--- config.mk ---
export PLATFORM = sky130hd
export DESIGN_NAME = gf_muldiv
export DESIGN_NICKNAME = d
export VERILOG_FILES = /design/src/rtl/gf_muldiv_pkg.sv /design/src/rtl/gf_operand_mux.sv /design/src/rtl/gf_stein_step.sv /design/src/rtl/gf_seq_ctrl.sv /design/src/rtl/gf_muldiv.sv
export SDC_FILE = /design/constraint.sdc
export NUM_CORES = 1
export LEC_CHECK = 0
export ABC_AREA = 1
export BUFFER_PORTS_ARGS = -buffer_cell sky130_fd_sc_hd__buf_2
export CORE_ASPECT_RATIO = 1.4
export CORE_MARGIN = 2
export CORE_UTILIZATION = 53
export DETAILED_ROUTE_END_ITERATION = 8
export PLACE_DENSITY_LB_ADDON = 0.2
export SYNTH_ARGS = -nofsm -noshare
export SYNTH_HDL_FRONTEND = slang
export SYNTH_SLANG_ARGS = --single-unit
--- constraint.sdc ---
create_clock -name clk -period 1.4 [get_ports clk]
set_input_delay 0.28 -clock clk [delete_from_list [all_inputs] [get_ports clk]]
set_output_delay 0.28 -clock clk [all_outputs]
set_load 0.005 [all_outputs]
--- src/rtl/gf_muldiv_pkg.sv ---
package gf_muldiv_pkg;

   typedef enum logic {
      OP_DIV = 1'b0,
      OP_MUL = 1'b1
   } gf_op_e;

endpackage

--- src/rtl/gf_operand_mux.sv ---
// Builds the initial working state for either operation from the pins.
module gf_operand_mux
   import gf_muldiv_pkg::*;
#(
   parameter int M  = 8,
   parameter int DW = 5
) (
   input  gf_op_e         op,
   input  logic [M-1:0]   a,
   input  logic [M-1:0]   b,
   input  logic [M:0]     g,
   output logic [M-1:0]   r_init,
   output logic [M:0]     s_init,
   output logic [M-1:0]   u_init,
   output logic [M:0]     v_init,
   output logic [M:0]     p_init,
   output logic [DW-1:0]  d_init
);

   logic [M-1:0] a_rev;
   logic [M-1:0] b_rev;
   logic [M:0]   g_rev;

   // reciprocal forms: reverse coefficient order
   for (genvar i = 0; i < M; i++) begin : g_rev_ab
      assign a_rev[i] = a[M-1-i];
      assign b_rev[i] = b[M-1-i];
   end
   for (genvar i = 0; i <= M; i++) begin : g_rev_g
      assign g_rev[i] = g[M-i];
   end

   always_comb begin
      if (op == OP_MUL) begin
         r_init = b_rev;
         s_init = '0;
         u_init = '0;
         v_init = {a_rev, 1'b0};
         p_init = g_rev;
         d_init = DW'(M);
      end else begin
         r_init = b;
         s_init = g;
         u_init = a;
         v_init = '0;
         p_init = g;
         d_init = '1;            // minus one
      end
   end

endmodule

--- src/rtl/gf_stein_step.sv ---
// One combinational iteration of the shared right-shifting update.
module gf_stein_step #(
   parameter int M  = 8,
   parameter int DW = 5
) (
   input  logic [M-1:0]  r_cur,
   input  logic [M:0]    s_cur,
   input  logic [M-1:0]  u_cur,
   input  logic [M:0]    v_cur,
   input  logic [M:0]    p_cur,
   input  logic [DW-1:0] d_cur,
   output logic [M-1:0]  r_nxt,
   output logic [M:0]    s_nxt,
   output logic [M-1:0]  u_nxt,
   output logic [M:0]    v_nxt,
   output logic [DW-1:0] d_nxt,
   output logic          swap
);

   logic add_en;
   logic red_en;

   assign add_en = r_cur[0];
   assign red_en = u_cur[0] ^ (add_en & v_cur[0]);
   assign swap   = add_en & d_cur[DW-1];

   for (genvar j = 1; j < M; j++) begin : g_bit
      assign r_nxt[j-1] = r_cur[j] ^ (add_en & s_cur[j]);
      assign u_nxt[j-1] = u_cur[j] ^ (add_en & v_cur[j]) ^ (red_en & p_cur[j]);
   end
   assign r_nxt[M-1] = add_en & s_cur[M];
   assign u_nxt[M-1] = (add_en & v_cur[M]) ^ (red_en & p_cur[M]);

   always_comb begin
      if (swap) begin
         s_nxt = {1'b0, r_cur};
         v_nxt = {1'b0, u_cur};
         d_nxt = ~d_cur;         // -d - 1
      end else begin
         s_nxt = s_cur;
         v_nxt = v_cur;
         d_nxt = d_cur - DW'(1);
      end
   end

endmodule

--- src/rtl/gf_seq_ctrl.sv ---
// Iteration counter, busy/done sequencing and operation latch.
module gf_seq_ctrl
   import gf_muldiv_pkg::*;
#(
   parameter int M = 8
) (
   input  logic   clk,
   input  logic   rst_n,
   input  logic   start,
   input  gf_op_e op_in,
   output logic   busy,
   output logic   done,
   output logic   load,
   output logic   advance,
   output gf_op_e op_q
);

   localparam int CW = $clog2(2 * M);
   localparam logic [CW-1:0] MUL_LEFT = CW'(M - 1);
   localparam logic [CW-1:0] DIV_LEFT = CW'(2 * M - 2);

   logic [CW-1:0] left_q;

   assign load    = start & ~busy;
   assign advance = load | busy;

   always_ff @(posedge clk or negedge rst_n) begin
      if (!rst_n) begin
         busy   <= 1'b0;
         done   <= 1'b0;
         left_q <= '0;
         op_q   <= OP_DIV;
      end else if (load) begin
         busy   <= 1'b1;
         done   <= 1'b0;
         op_q   <= op_in;
         left_q <= (op_in == OP_MUL) ? MUL_LEFT : DIV_LEFT;
      end else if (busy) begin
         if (left_q == CW'(1)) begin
            busy   <= 1'b0;
            done   <= 1'b1;
            left_q <= '0;
         end else begin
            left_q <= left_q - CW'(1);
         end
      end else begin
         done <= 1'b0;
      end
   end

   assert_done_pulse_R6: assert property (@(posedge clk) disable iff (!rst_n)
      done |=> !done);
   assert_busy_after_load_R6: assert property (@(posedge clk) disable iff (!rst_n)
      load |=> busy);
   assert_op_held_R8: assert property (@(posedge clk) disable iff (!rst_n)
      (busy && $past(busy)) |-> $stable(op_q));
   assert_counter_bound_R5: assert property (@(posedge clk) disable iff (!rst_n)
      busy |-> (left_q != '0 && left_q <= DIV_LEFT));

endmodule

--- src/rtl/gf_muldiv.sv ---
module gf_muldiv
   import gf_muldiv_pkg::*;
#(
   parameter int M = 8
) (
   input  logic         clk,
   input  logic         rst_n,
   input  logic         start,
   input  logic         mode,
   input  logic [M-1:0] a,
   input  logic [M-1:0] b,
   input  logic [M:0]   g,
   output logic         busy,
   output logic         done,
   output logic [M-1:0] result
);

   localparam int DW = $clog2(M + 1) + 1;

   if (M < 2) begin : g_bad_m
      $error("gf_muldiv: M must be at least 2");
   end
   if (DW < 3) begin : g_bad_dw
      $error("gf_muldiv: step counter too narrow");
   end

   gf_op_e op_q;
   logic   load, advance;

   logic [M-1:0]  r_q, u_q;
   logic [M:0]    s_q, v_q, p_q;
   logic [DW-1:0] d_q;

   logic [M-1:0]  r_i, u_i, r_c, u_c, r_n, u_n;
   logic [M:0]    s_i, v_i, p_i, s_c, v_c, p_c, s_n, v_n;
   logic [DW-1:0] d_i, d_c, d_n;
   logic          swap;

   gf_seq_ctrl #(.M(M)) i_ctrl (
      .clk     (clk),
      .rst_n   (rst_n),
      .start   (start),
      .op_in   (gf_op_e'(mode)),
      .busy    (busy),
      .done    (done),
      .load    (load),
      .advance (advance),
      .op_q    (op_q)
   );

   gf_operand_mux #(.M(M), .DW(DW)) i_mux (
      .op     (gf_op_e'(mode)),
      .a      (a),
      .b      (b),
      .g      (g),
      .r_init (r_i),
      .s_init (s_i),
      .u_init (u_i),
      .v_init (v_i),
      .p_init (p_i),
      .d_init (d_i)
   );

   // first iteration works from the pins, later ones from registers
   always_comb begin
      if (busy) begin
         r_c = r_q; s_c = s_q; u_c = u_q; v_c = v_q; p_c = p_q; d_c = d_q;
      end else begin
         r_c = r_i; s_c = s_i; u_c = u_i; v_c = v_i; p_c = p_i; d_c = d_i;
      end
   end

   gf_stein_step #(.M(M), .DW(DW)) i_step (
      .r_cur (r_c),
      .s_cur (s_c),
      .u_cur (u_c),
      .v_cur (v_c),
      .p_cur (p_c),
      .d_cur (d_c),
      .r_nxt (r_n),
      .s_nxt (s_n),
      .u_nxt (u_n),
      .v_nxt (v_n),
      .d_nxt (d_n),
      .swap  (swap)
   );

   always_ff @(posedge clk or negedge rst_n) begin
      if (!rst_n) begin
         r_q <= '0; s_q <= '0; u_q <= '0;
         v_q <= '0; p_q <= '0; d_q <= '0;
      end else if (advance) begin
         r_q <= r_n; s_q <= s_n; u_q <= u_n;
         v_q <= v_n; p_q <= p_c; d_q <= d_n;
      end
   end

   logic [M-1:0] u_rev;
   for (genvar i = 0; i < M; i++) begin : g_out_rev
      assign u_rev[i] = u_q[M-1-i];
   end

   assign result = (op_q == OP_MUL) ? u_rev : v_q[M-1:0];

   assert_mul_no_swap_R11: assert property (@(posedge clk) disable iff (!rst_n)
      (busy && op_q == OP_MUL) |-> !swap);
   assert_mul_delta_nonneg_R11: assert property (@(posedge clk) disable iff (!rst_n)
      (busy && op_q == OP_MUL) |-> !d_q[DW-1]);
   assert_result_hold_R9: assert property (@(posedge clk) disable iff (!rst_n)
      !advance |=> $stable(result));
   assert_v_top_clear_R3: assert property (@(posedge clk) disable iff (!rst_n)
      (busy && op_q == OP_DIV) |-> !v_q[M]);

endmodule

; ---- Word level (Yosys, flattened, before mapping)
; Index checks and enable logic that the tools add are counted.
[totals]
wordCells = 96
reg_bits = 54
inputBits = 29
[classes]
mux = 26
n_addsub = 2
n_reduce_logical = 2
eq_ne = 2
bitwise_logic = 53
[op_table]
columns = cell, n
row1 = two-way mux 9 bit, 8
row2 = two-way mux 8 bit, 5
row3 = bitwise AND 1 bit, 27
row4 = bitwise XOR 1 bit, 23
row5 = two-way mux 4 bit, 4
row6 = two-way mux 5 bit, 3
row7 = two-way mux 1 bit, 6
row8 = NOT 5 bit, 1
row9 = "subtractor 5 x 1 -> 5 bit, second input constant", 1
row10 = "== test 4 x 1 -> 1 bit, second input constant", 1
row11 = "subtractor 4 x 1 -> 4 bit, second input constant", 1
row12 = "inequality test 3 bit, second input constant", 1
row13 = AND reduction 2 bit, 1
row14 = nonzero test 2 bit, 1
row15 = NOT 1 bit, 1
row16 = bitwise OR 1 bit, 1

; ---- Longest topological paths before layout
; Gate-level depths: netlist (run 1).
[depth]
ltp_word = 6
mapped_depth = 12

; ---- Modules after synthesis
; From an unflattened synthesis (run 1), not the netlist that was laid out.
[hier_totals]
cells_unflattened = 684
hier_area_um2 = 4287.9
[by_module_without_submodules]
columns = module, cells_each, area_per_inst_um2, seq_area_each_um2, n_inst
row1 = gf_muldiv, 354, 2572.5, 1201.2, 1
row2 = gf_stein_step, 182, 894.6, 0.0, 1
row3 = gf_operand_mux, 104, 452.9, 0.0, 1
row4 = gf_seq_ctrl, 44, 367.9, 175.2, 1

; ---- Worst setup path before layout (run 1)
; Ideal clock, no wire load.
[synth_path]
path_kind = register to register
startpoint = reg i_ctrl.busy
endpoint = reg d_q[4]
setup_slack_ns = -0.078
arrival_time_ns = 1.352
synth_period_minus_slack_ns = 1.478
setup_time_ns = 0.126
path_stages_with_launch = 8
path_buffers = 1
path_cell_list = dfrtp_1 > inv_1 > buf_4 > o21ai_0 > ha_1 > nand3_1 > xor2_1 > o22ai_1
[synth_between]
elab_chain_cells = 3
[synth_rtl]
columns = element, line
row1 = "start, declared", gf_seq_ctrl.sv:11  ; output logic busy,
row2 = "start signal, assigned", gf_seq_ctrl.sv:29  ; busy <= 1'b0;
row3 = "start signal, assigned", gf_seq_ctrl.sv:34  ; busy <= 1'b1;
row4 = "start signal, assigned", gf_seq_ctrl.sv:40  ; busy <= 1'b0;
row5 = "two-way mux 5 bit, or another cell as far along", gf_muldiv.sv:66  ; if (busy) begin
row6 = "subtractor 5 x 1 -> 5 bit, or another cell as far along", gf_stein_step.sv:42  ; d_nxt = d_cur - DW'(1);
row7 = two-way mux 5 bit or bitwise OR 1 bit (tied branches), "gf_stein_step.sv:35, gf_seq_ctrl.sv:25"
row8 = "end signal, assigned", gf_muldiv.sv:94  ; v_q <= v_n; p_q <= p_c; d_q <= d_n;
row9 = "end, declared", gf_muldiv.sv:32  ; logic [DW-1:0] d_q;
; Several ways; a longest one is shown, not always the timed one.
; A chain may end at the register's enable or synchronous reset.

; ---- Worst setup path after layout (run 1)
[layout_path]
startpoint = reg i_ctrl.busy
endpoint = reg s_q[1]
[layout_between]
elab_chain_cells = 3
[layout_rtl]
columns = element, line
row1 = "two-way mux 8 bit, or another cell as far along", gf_muldiv.sv:66
row2 = "bitwise AND 1 bit, on equally long branches", "gf_stein_step.sv:25, gf_seq_ctrl.sv:24"
row3 = two-way mux 9 bit or bitwise OR 1 bit (tied branches), "gf_stein_step.sv:35, gf_seq_ctrl.sv:25"
row4 = "end signal, assigned", gf_muldiv.sv:93  ; r_q <= r_n; s_q <= s_n; u_q <= u_n;
row5 = "end, declared", gf_muldiv.sv:31  ; logic [M:0] s_q, v_q, p_q;
; Several ways; a longest one is shown, not always the timed one. The select of a mux whose other input is x is not followed.

==> results of run 1 <==
==> placed cells by master, fill, tap and decap left out, drive strengths merged, types with 3 or more instances in the layout <==
master / instances
nand2: 203
buf: 99
nand3: 54
dfrtp: 53
nor2: 45
inv: 36
o22ai: 16
o21ai: 13
a31oi: 10
a22oi: 7
nand4: 7
clkbuf: 7
a21boi: 7
nand3b: 3
ha: 3
==> area by class of cell <==
type,count,area [um2]
well taps,72,90.1
inverters,37,161
multi-input cells,379,2090
flip-flops and latches,53,1330
clock buffers,7,96.3
clock inverters,1,5.00
repair buffers,100,817
fillers,450,1630
==> power breakdown <==
part	internal [W]	switching (W)	leakage, nW
sequential	0.00235	0.000627	0.639
clock	0.000449	0.000525	0.0542
combinational	0.00372	0.00480	1.73
==> repair_timing <==
| action | 4_1_cts | 5_1_grt |
|---|---|---|
| setup buffers | 3 | 5 |
| gates cloned | 2 | 0 |
| resized for setup | 53 | 49 |
| endpoints found under the hold margin | 53 | 0 |
| hold buffers | 1 | 0 |
| endpoints found under the setup margin | 59 | 59 |
| pin swaps | 14 | 14 |
==> cells by family after synthesis <==
| family | synth area share, % |
|---|---|
| simple gates | 38.9 |
| flops | 38.9 |
| xor+xnor | 0.513 |
| mux | 0.293 |
| compound gates | 11.8 |
| buf+inv | 8.43 |
| fa+ha+maj | 1.10 |
==> per-stage QoR <==
step,hold WS [ns],setup TNS [ns],instances
2_1_floorplan,-0.0156,-0.139,492
3_3_place_gp,0.300,-5.17,630
3_5_place_dp,0.300,-7.64,630
4_1_cts,0.195,-4.26,644
5_1_grt,0.219,-9.66,649
6_report,0.191,-5.61,649
==> flip-flops by register name, indices dropped and copies added, names as in the netlist <==
| register | count |
|---|---|
| s_q | 8 |
| p_q | 8 |
| u_q | 8 |
| i_ctrl.done | 1 |
| i_ctrl.left_q | 4 |
| i_ctrl.op_q | 1 |
| v_q | 9 |
| d_q | 5 |
| r_q | 8 |
| i_ctrl.busy | 1 |
==> per-layer routing <==
layer	wire [um]	global-route usage [%]	share of wire [%]
met1	4240	38.5	40
met4	564	18.3	5.3
met2	5140	48.1	49
met5	0	0	0
met3	633	4.40	6.0
==> worst paths after layout <==
check                            start     endpoint  slack, ns  cells past startpoint
setup / recovery           i_ctrl.busy       s_q[1]      -0.22                     10
hold / removal                    g[4]       p_q[4]       0.19                      3
setup reg to reg           i_ctrl.busy       s_q[1]      -0.22                     10
hold reg to reg                 p_q[6]       p_q[6]       0.49                      2
max in group asynchronous        rst_n  i_ctrl.busy       0.66                      3
min in group asynchronous        rst_n       r_q[4]       0.46                      3
==> critical path: stages (launching register included) <==
cell and delay [ns]:
dfrtp_2 0.48, inv_2 0.09, buf_12 0.13, nand3_4 0.07, nand3_4 0.10, buf_12 0.12
nand2_8 0.08, inv_8 0.09, nand2_4 0.12, nor2_2 0.15, nor2_1 0.07
==> results.cfg, run 1 <==
[sta]
drv_slew = 0
rsz0062_at_grt = yes
period_needed_ns = 1.62
fmax_mhz = 619
setup_slack_ns = -0.217
tightest_slew_ns = 0.344
setup_viol = 44
hold_viol = 0
maxSlewHeadroom_pct = 76.8
min_period_over_period_pct = 115
skew_ns = 0.0130

[synth]
yosys_warnings = 0
ys_ff_latch = 53
synthTopCellsByCount = 197 x nand2_1, 53 x dfrtp_1, 52 x nand3_1
yosys-top-cells-area = dfrtp_1 39%, nand2_1 22%, nand3_1 7.6%, nor2_1 4.6%, inv_1 3.5%
yosys.area.top_type_share_pct = 38.9
syn-cell-area_um2 = 3410
synth_top_area_cell = dfrtp_1
avgSynthCellArea_um2 = 6.94
synth.most_common_cell = nand2_1
async_flop_share_pct = 100
ys_seq_area_share_pct = 38.9
synth_fp_nets = 524
synth_cell_types = 35
synth_cells = 492
ys.flop_type = dfrtp_1
synth_edf_count = 0

[status]
violations = setup timing
status = finished, violations left

[power_and_ir_drop]
power.density_nw_per_um2 = 2720
finalPower_w = 0.0125
leakagePower_nw = 2.43
vdd_drop_max_v = 0.00147

[floorplan]
die_y_um = 98.9
die_x_um = 71.8
start_util_pct = 54.9
die_area_um2 = 7100
row_count = 34
ios = 39
coreArea_um2 = 6210

[routing]
route.detailed.drc = 0
ant_nets = 0
drt-vias-per-instance = 5.76
avgRoutedWirePerCell_um = 16.3
drt_pass1_iterations = 5
routed-via-count = 3741
wl_mm = 10.6
drt_iter0_drc = 293

[hold_path]
min_path_type = in -> reg

[layout]
postLayoutCellArea_um2 = 4590
nets = 608
antenna_cells = 0
final_core_util_pct = 73.8
drive_above_1_share_pct = 31.7
area_growth_pct = 34.4

[setup_path]
arrival_ns = 1.82
worst-setup-path-type = reg -> reg
worstPathRequired_ns = 1.61
endpoint_kind = flop
crit_fanout = 8
critPathLaunchType = flop

[clocking]
cts_tree = built
cts_root_buffer = clkbuf_8
clk_latency_ns = 0.32
clkTransAtPathRegs_ns = 0.10
h-tree-depth = 2
ctsLongestPathBuffers = 2
numCtsBuffers = 5
tritoncts_num_sinks = 53

[global_route]
grt_pass1_wl_mm = 16.9
grt_max_degree = 54
antenna_found_initial = 0
grt_pass1_vias = 3646
grt_usage_pct = 30.2
gr-total-overflow = 0

[placed_design]
gp_congestion = 0.839
placed_area_um2 = 4010
place_ws_ns = -0.298
port_buffers = 38
hpwlAfterDp_mm = 6.81

[flow_run]
drv_cap = 0
Note: power is estimated with default switching activity, not from simulation.
==> run 2, diff against run 1 <==
CORE_UTILIZATION = 59   (was 53)
clock period = 1.57 ns   (was 1.4 ns; I/O delays follow)
==> run 2 against run 1 <==
  * The run still ends with setup timing left
  * Via count up 8.2%
  * Critical path depth shrank 2
  * Power is 8.1% lower
  * Hold slack better by 0.062 ns
  * Sequential cell count unchanged
  * Routed wire length grew 18%
  * Combinational power down 6.2%
  * Sequential share of layout area shrank 0.18 points
  * Final area up 0.52%
==> results.cfg, run 2 (synthesis gave the netlist of run 1 again) <==
[status]
status = finished, violations left
violations = setup timing

[setup_path]
worstPathRequired_ns = 1.78
rr_startpoint = i_ctrl.busy
worst-setup-path-type = reg -> reg
crit_fanout = 21
rrSetupSlack_ns = -0.14
endpoint_kind = flop
arrival_ns = 1.93
critPathLaunchType = flop
r2r_cells = 8
r2r_end = u_q[2]

[sta]
tns_ns = -1.84
setup_viol = 31
rsz0062_at_grt = yes
hold_viol = 0
drv_slew = 0
skew_ns = 0.00767
fmax_mhz = 583
min_period_over_period_pct = 109
setup_slack_ns = -0.144
maxSlewHeadroom_pct = 66.7
period_needed_ns = 1.71
tightest_slew_ns = 0.499

[power_and_ir_drop]
vdd_drop_max_v = 0.00141
finalPower_w = 0.0115
power.density_nw_per_um2 = 2480
leakagePower_nw = 2.42

[layout]
final_common_cell = nand2_1
area_growth_pct = 35.1
final_cell_mix = 169 x nand2_1, 53 x dfrtp_1, 38 x buf_2, 35 x buf_4, 34 x nand3_1
largest_reg_flops = 9
fillers = 310
drive_above_1_share_pct = 34.4
nets = 600
top_register = v_q
antenna_cells = 0

[floorplan]
coreArea_um2 = 5570
row_count = 32
die_x_um = 68.3
die_area_um2 = 6420
ios = 39
start_util_pct = 61.3
die_y_um = 94.0

[global_route]
grt_max_degree = 25
grt_pass1_vias = 3567
gr-total-overflow = 0
grt_pass1_wl_mm = 17.0
antenna_found_initial = 0
grt_usage_pct = 35.2

[clocking]
cts_tree = built
h-tree-depth = 2
ctsLongestPathBuffers = 2
clk_latency_ns = 0.32
cts_root_buffer = clkbuf_8
tritoncts_num_sinks = 53
numCtsBuffers = 5
clkTransAtPathRegs_ns = 0.10

[hold_path]
hold_path_startpoint = g[4]
min_path_type = in -> reg
hold_end = p_q[4]
hold_depth = 3

[routing]
wl_mm = 12.4
routed-via-count = 4048
avgRoutedWirePerCell_um = 19.5
drt_pass1_iterations = 6
drt-vias-per-instance = 6.35
drt_iter0_drc = 456
route.detailed.drc = 0
ant_nets = 0

[placed_design]
gp_congestion = 0.908
place_ws_ns = -0.124
port_buffers = 38
hpwlAfterDp_mm = 7.21

[flow_run]
drv_cap = 0
run 2: cell types whose count changed in the layout (fill, tap and decap cells not counted), sizes merged:
cell	before	now
inv	36	35
clkinvlp	0	1
nand2	203	204
clkbuf	7	5
buf	99	90
clkinv	2	4
run 2: worst max-delay path by stage:
stage           startpoint  endpoint  slack, ns  depth (start not counted)
6_report       i_ctrl.busy    u_q[2]      -0.14                          8
5_1_grt        i_ctrl.busy    v_q[3]      -0.20                          7
4_1_cts        i_ctrl.busy    u_q[4]      0.001                          8
3_5_place_dp   i_ctrl.busy    u_q[4]      -0.12                         10
3_3_place_gp   i_ctrl.busy    u_q[5]      -0.09                          8
2_1_floorplan  i_ctrl.busy    d_q[4]       0.09                          7
run 2: repair_timing:
action | 4_1_cts | 5_1_grt
hold endpoints to repair | 15 | 0
cloned | 2 | 2
resized for setup | 33 | 105
pin swaps | 6 | 20
setup endpoints to repair | 33 | 38
hold buffers | 1 | 0
setup buffers | 4 | 6
run 2: final cells by class:
| cell class | instances | area [um2] | share of cell area [%] |
|---|---|---|---|
| clock buffer | 5 | 68.8 | 1.49 |
| clock inverter | 3 | 17.5 | 0.380 |
| inverter | 37 | 163 | 3.53 |
| timing repair buffer | 91 | 743 | 16.1 |
| multi-input combinational | 380 | 2210 | 47.9 |
| sequential | 53 | 1330 | 28.8 |
| tap | 68 | 85.1 | 1.85 |
run 2: layer usage:
metal	vias up	wire (um)	track usage, %	part of all wire [%]
met5	-	0	0	0
met4	0	839	14.8	6.7
met3	104	1110	5.16	8.9
met2	311	6140	60.6	49
met1	1869	4360	42.5	35
li1	1764	-	-	-
run 2: through the flow:
step           hold slack [ns]  instances  util (%)  instance area [um2]
2_1_floorplan           0.0184        492         -                 3410
3_3_place_gp             0.283        614      70.5                 3930
3_5_place_dp             0.296        614      70.5                 3930
4_1_cts                  0.248        629      75.1                 4180
5_1_grt                  0.257        637      82.8                 4610
6_report                 0.253        637      82.8                 4610
run 2: critical path: stages, from the launching register on:
cell     delay, ns
dfrtp_1       0.42
buf_6         0.14
buf_12        0.15
nand2_1       0.20
nand3_4       0.20
nand3_4       0.17
nand3_2       0.14
nand3_2       0.12
nand2_1       0.05
run 2: report_power, final:
| part | total, W | internal, W | switching, W |
|---|---|---|---|
| clock | 0.000806 | 0.000310 | 0.000496 |
| combinational | 0.00798 | 0.00322 | 0.00476 |
| sequential | 0.00266 | 0.00210 | 0.000565 |
| total | 0.0115 | 0.00563 | 0.00582 |
==> run 3, diff against run 2 <==
SKIP_CTS_REPAIR_TIMING = 1   (was default)
==> run 3 against run 2 <==
  * The run still ends with setup timing left
  * Power fell by 8.5%
  * Core utilization fell by 5.3 points
  * Clock-buffer cell count did not move
  * Critical path type unchanged
==> results.cfg, run 3 (synthesis gave the netlist of run 1 again) <==
[power_and_ir_drop]
leakagePower_nw = 2.31
seqPwrFrac_pct = 25.0
power_frac_clock_pct = 7.6
p_sw_share_pct = 49.9
power_frac_comb_pct = 67.5
vdd_drop_max_v = 0.00138
power.density_nw_per_um2 = 2430
p_int_w = 0.00525
finalPower_w = 0.0105
p_sw_w = 0.00523

[layout]
antenna_cells = 0
final_common_cell = nand2_1
nets = 591
fin_cells = 628
postLayoutCellArea_um2 = 4320
top_register = v_q
fillers = 381
final_cell_mix = 185 x nand2_1, 53 x dfrtp_1, 41 x nand3_1, 38 x buf_2, 35 x nor2_1
largest_reg_flops = 9
drive_above_1_share_pct = 26.4
area_growth_pct = 26.5

[sta]
setup_viol = 33
maxSlewHeadroom_pct = 68.3
setup_slack_ns = -0.134
drv_slew = 0
tns_ns = -1.99
fmax_mhz = 587
tightest_slew_ns = 0.475
rsz0062_at_grt = yes
hold_viol = 0
period_needed_ns = 1.70
skew_ns = 0.00938
min_period_over_period_pct = 109

[setup_path]
arrival_ns = 1.96
endpoint_kind = flop
worstPathCellList = buf_6, nor2_4, buf_4, inv_2, o21ai_2, nand2_4, buf_4, nand3b_1, nand3_1, nand2_1
crit_fanout = 6
cp_top_family = simple AND/OR/NAND/NOR gates
path_common_cell = buf_4
critPathBufInv = 4
critPathLaunchType = flop
worstPathRequired_ns = 1.82
cpPeakStageDelay_ns = 0.42
worst-setup-path-type = reg -> reg
cpMaxStageDelayCell = dfrtp_1

[placed_design]
hpwlAfterDp_mm = 7.21
place_ws_ns = -0.124
port_buffers = 38
gp_congestion = 0.908
post-place-cells = 614
placed_area_um2 = 3930

[status]
status = finished, violations left
violations = setup timing

[floorplan]
row_count = 32
coreArea_um2 = 5570
die_x_um = 68.3
die_area_um2 = 6420
ios = 39
start_util_pct = 61.3
die_y_um = 94.0

[clocking]
clkTransAtPathRegs_ns = 0.10
cts_root_buffer = clkbuf_8
numCtsBuffers = 5
tritoncts_num_sinks = 53
clk_latency_ns = 0.32
h-tree-depth = 2
ctsLongestPathBuffers = 2
cts_tree = built

[routing]
routed-via-count = 3795
drt_pass1_iterations = 5
drt_iter0_drc = 454
avgRoutedWirePerCell_um = 17.4
drt-vias-per-instance = 6.04
route.detailed.drc = 0
ant_nets = 0
wl_mm = 10.9

[global_route]
grt_pass1_vias = 3479
gr-total-overflow = 0
grt_usage_pct = 33.6
grt_max_degree = 25
grt_pass1_wl_mm = 16.3
antenna_found_initial = 0

[hold_path]
min_path_type = in -> reg

[flow_run]
drv_cap = 0
[run 3: through the flow]
step                      hold slack [ns]  util (%)
after floorplan                    0.0184         -
after global placement              0.283      70.5
after detailed placement            0.296      70.5
after CTS                         -0.0526      72.1
after global routing                0.252      77.5
final                               0.250      77.5
[run 3: power groups by stage]
stage | combinational, W | clock, W | sequential, W
final | 0.00707 | 0.000793 | 0.00262
after global placement | 0.00576 | 0 | 0.00256
after CTS | 0.00600 | 0.000798 | 0.00256
after floorplan | 0.00421 | 0 | 0.00243
after detailed placement | 0.00598 | 0 | 0.00258
after global routing | 0.00779 | 0.000851 | 0.00268
[run 3: routing by layer]
layer  global-route usage, %  part of all wire [%]  wire, um  up-vias
met5                       0                     0         0        -
met4                    14.5                   4.8       523        0
met3                    5.16                   6.2       673       55
met2                    57.0                    51      5600      203
met1                    41.2                    38      4140     1791
li1                        -                     -         -     1746
[run 3: worst paths after layout]
check	start	depth (start not counted)	slack, ns	endpoint
hold reg to reg	p_q[5]	2	0.49	p_q[5]
setup reg to reg	i_ctrl.busy	10	-0.13	d_q[2]
setup / recovery	i_ctrl.busy	10	-0.13	d_q[2]
min in group asynchronous	rst_n	2	0.47	r_q[4]
max in group asynchronous	rst_n	3	0.61	d_q[0]
hold / removal	g[4]	3	0.25	p_q[4]
[run 3: area by class of cell]
class                      count  area, um2  share of cell area (%)
timing repair buffer          83        656                    15.2
clock buffer                   5       68.8                    1.59
multi-input combinational    379       2010                    46.5
inverter                      37        155                    3.60
tap                           68       85.1                    1.97
sequential                    53       1330                    30.7
clock inverter                 3       17.5                   0.406
[run 3: worst min-delay path, delay by kind of cell]
kind,cells,cell delay (ns)
AND/OR/NAND/NOR,2,0.12
buffers and inverters,1,0.10
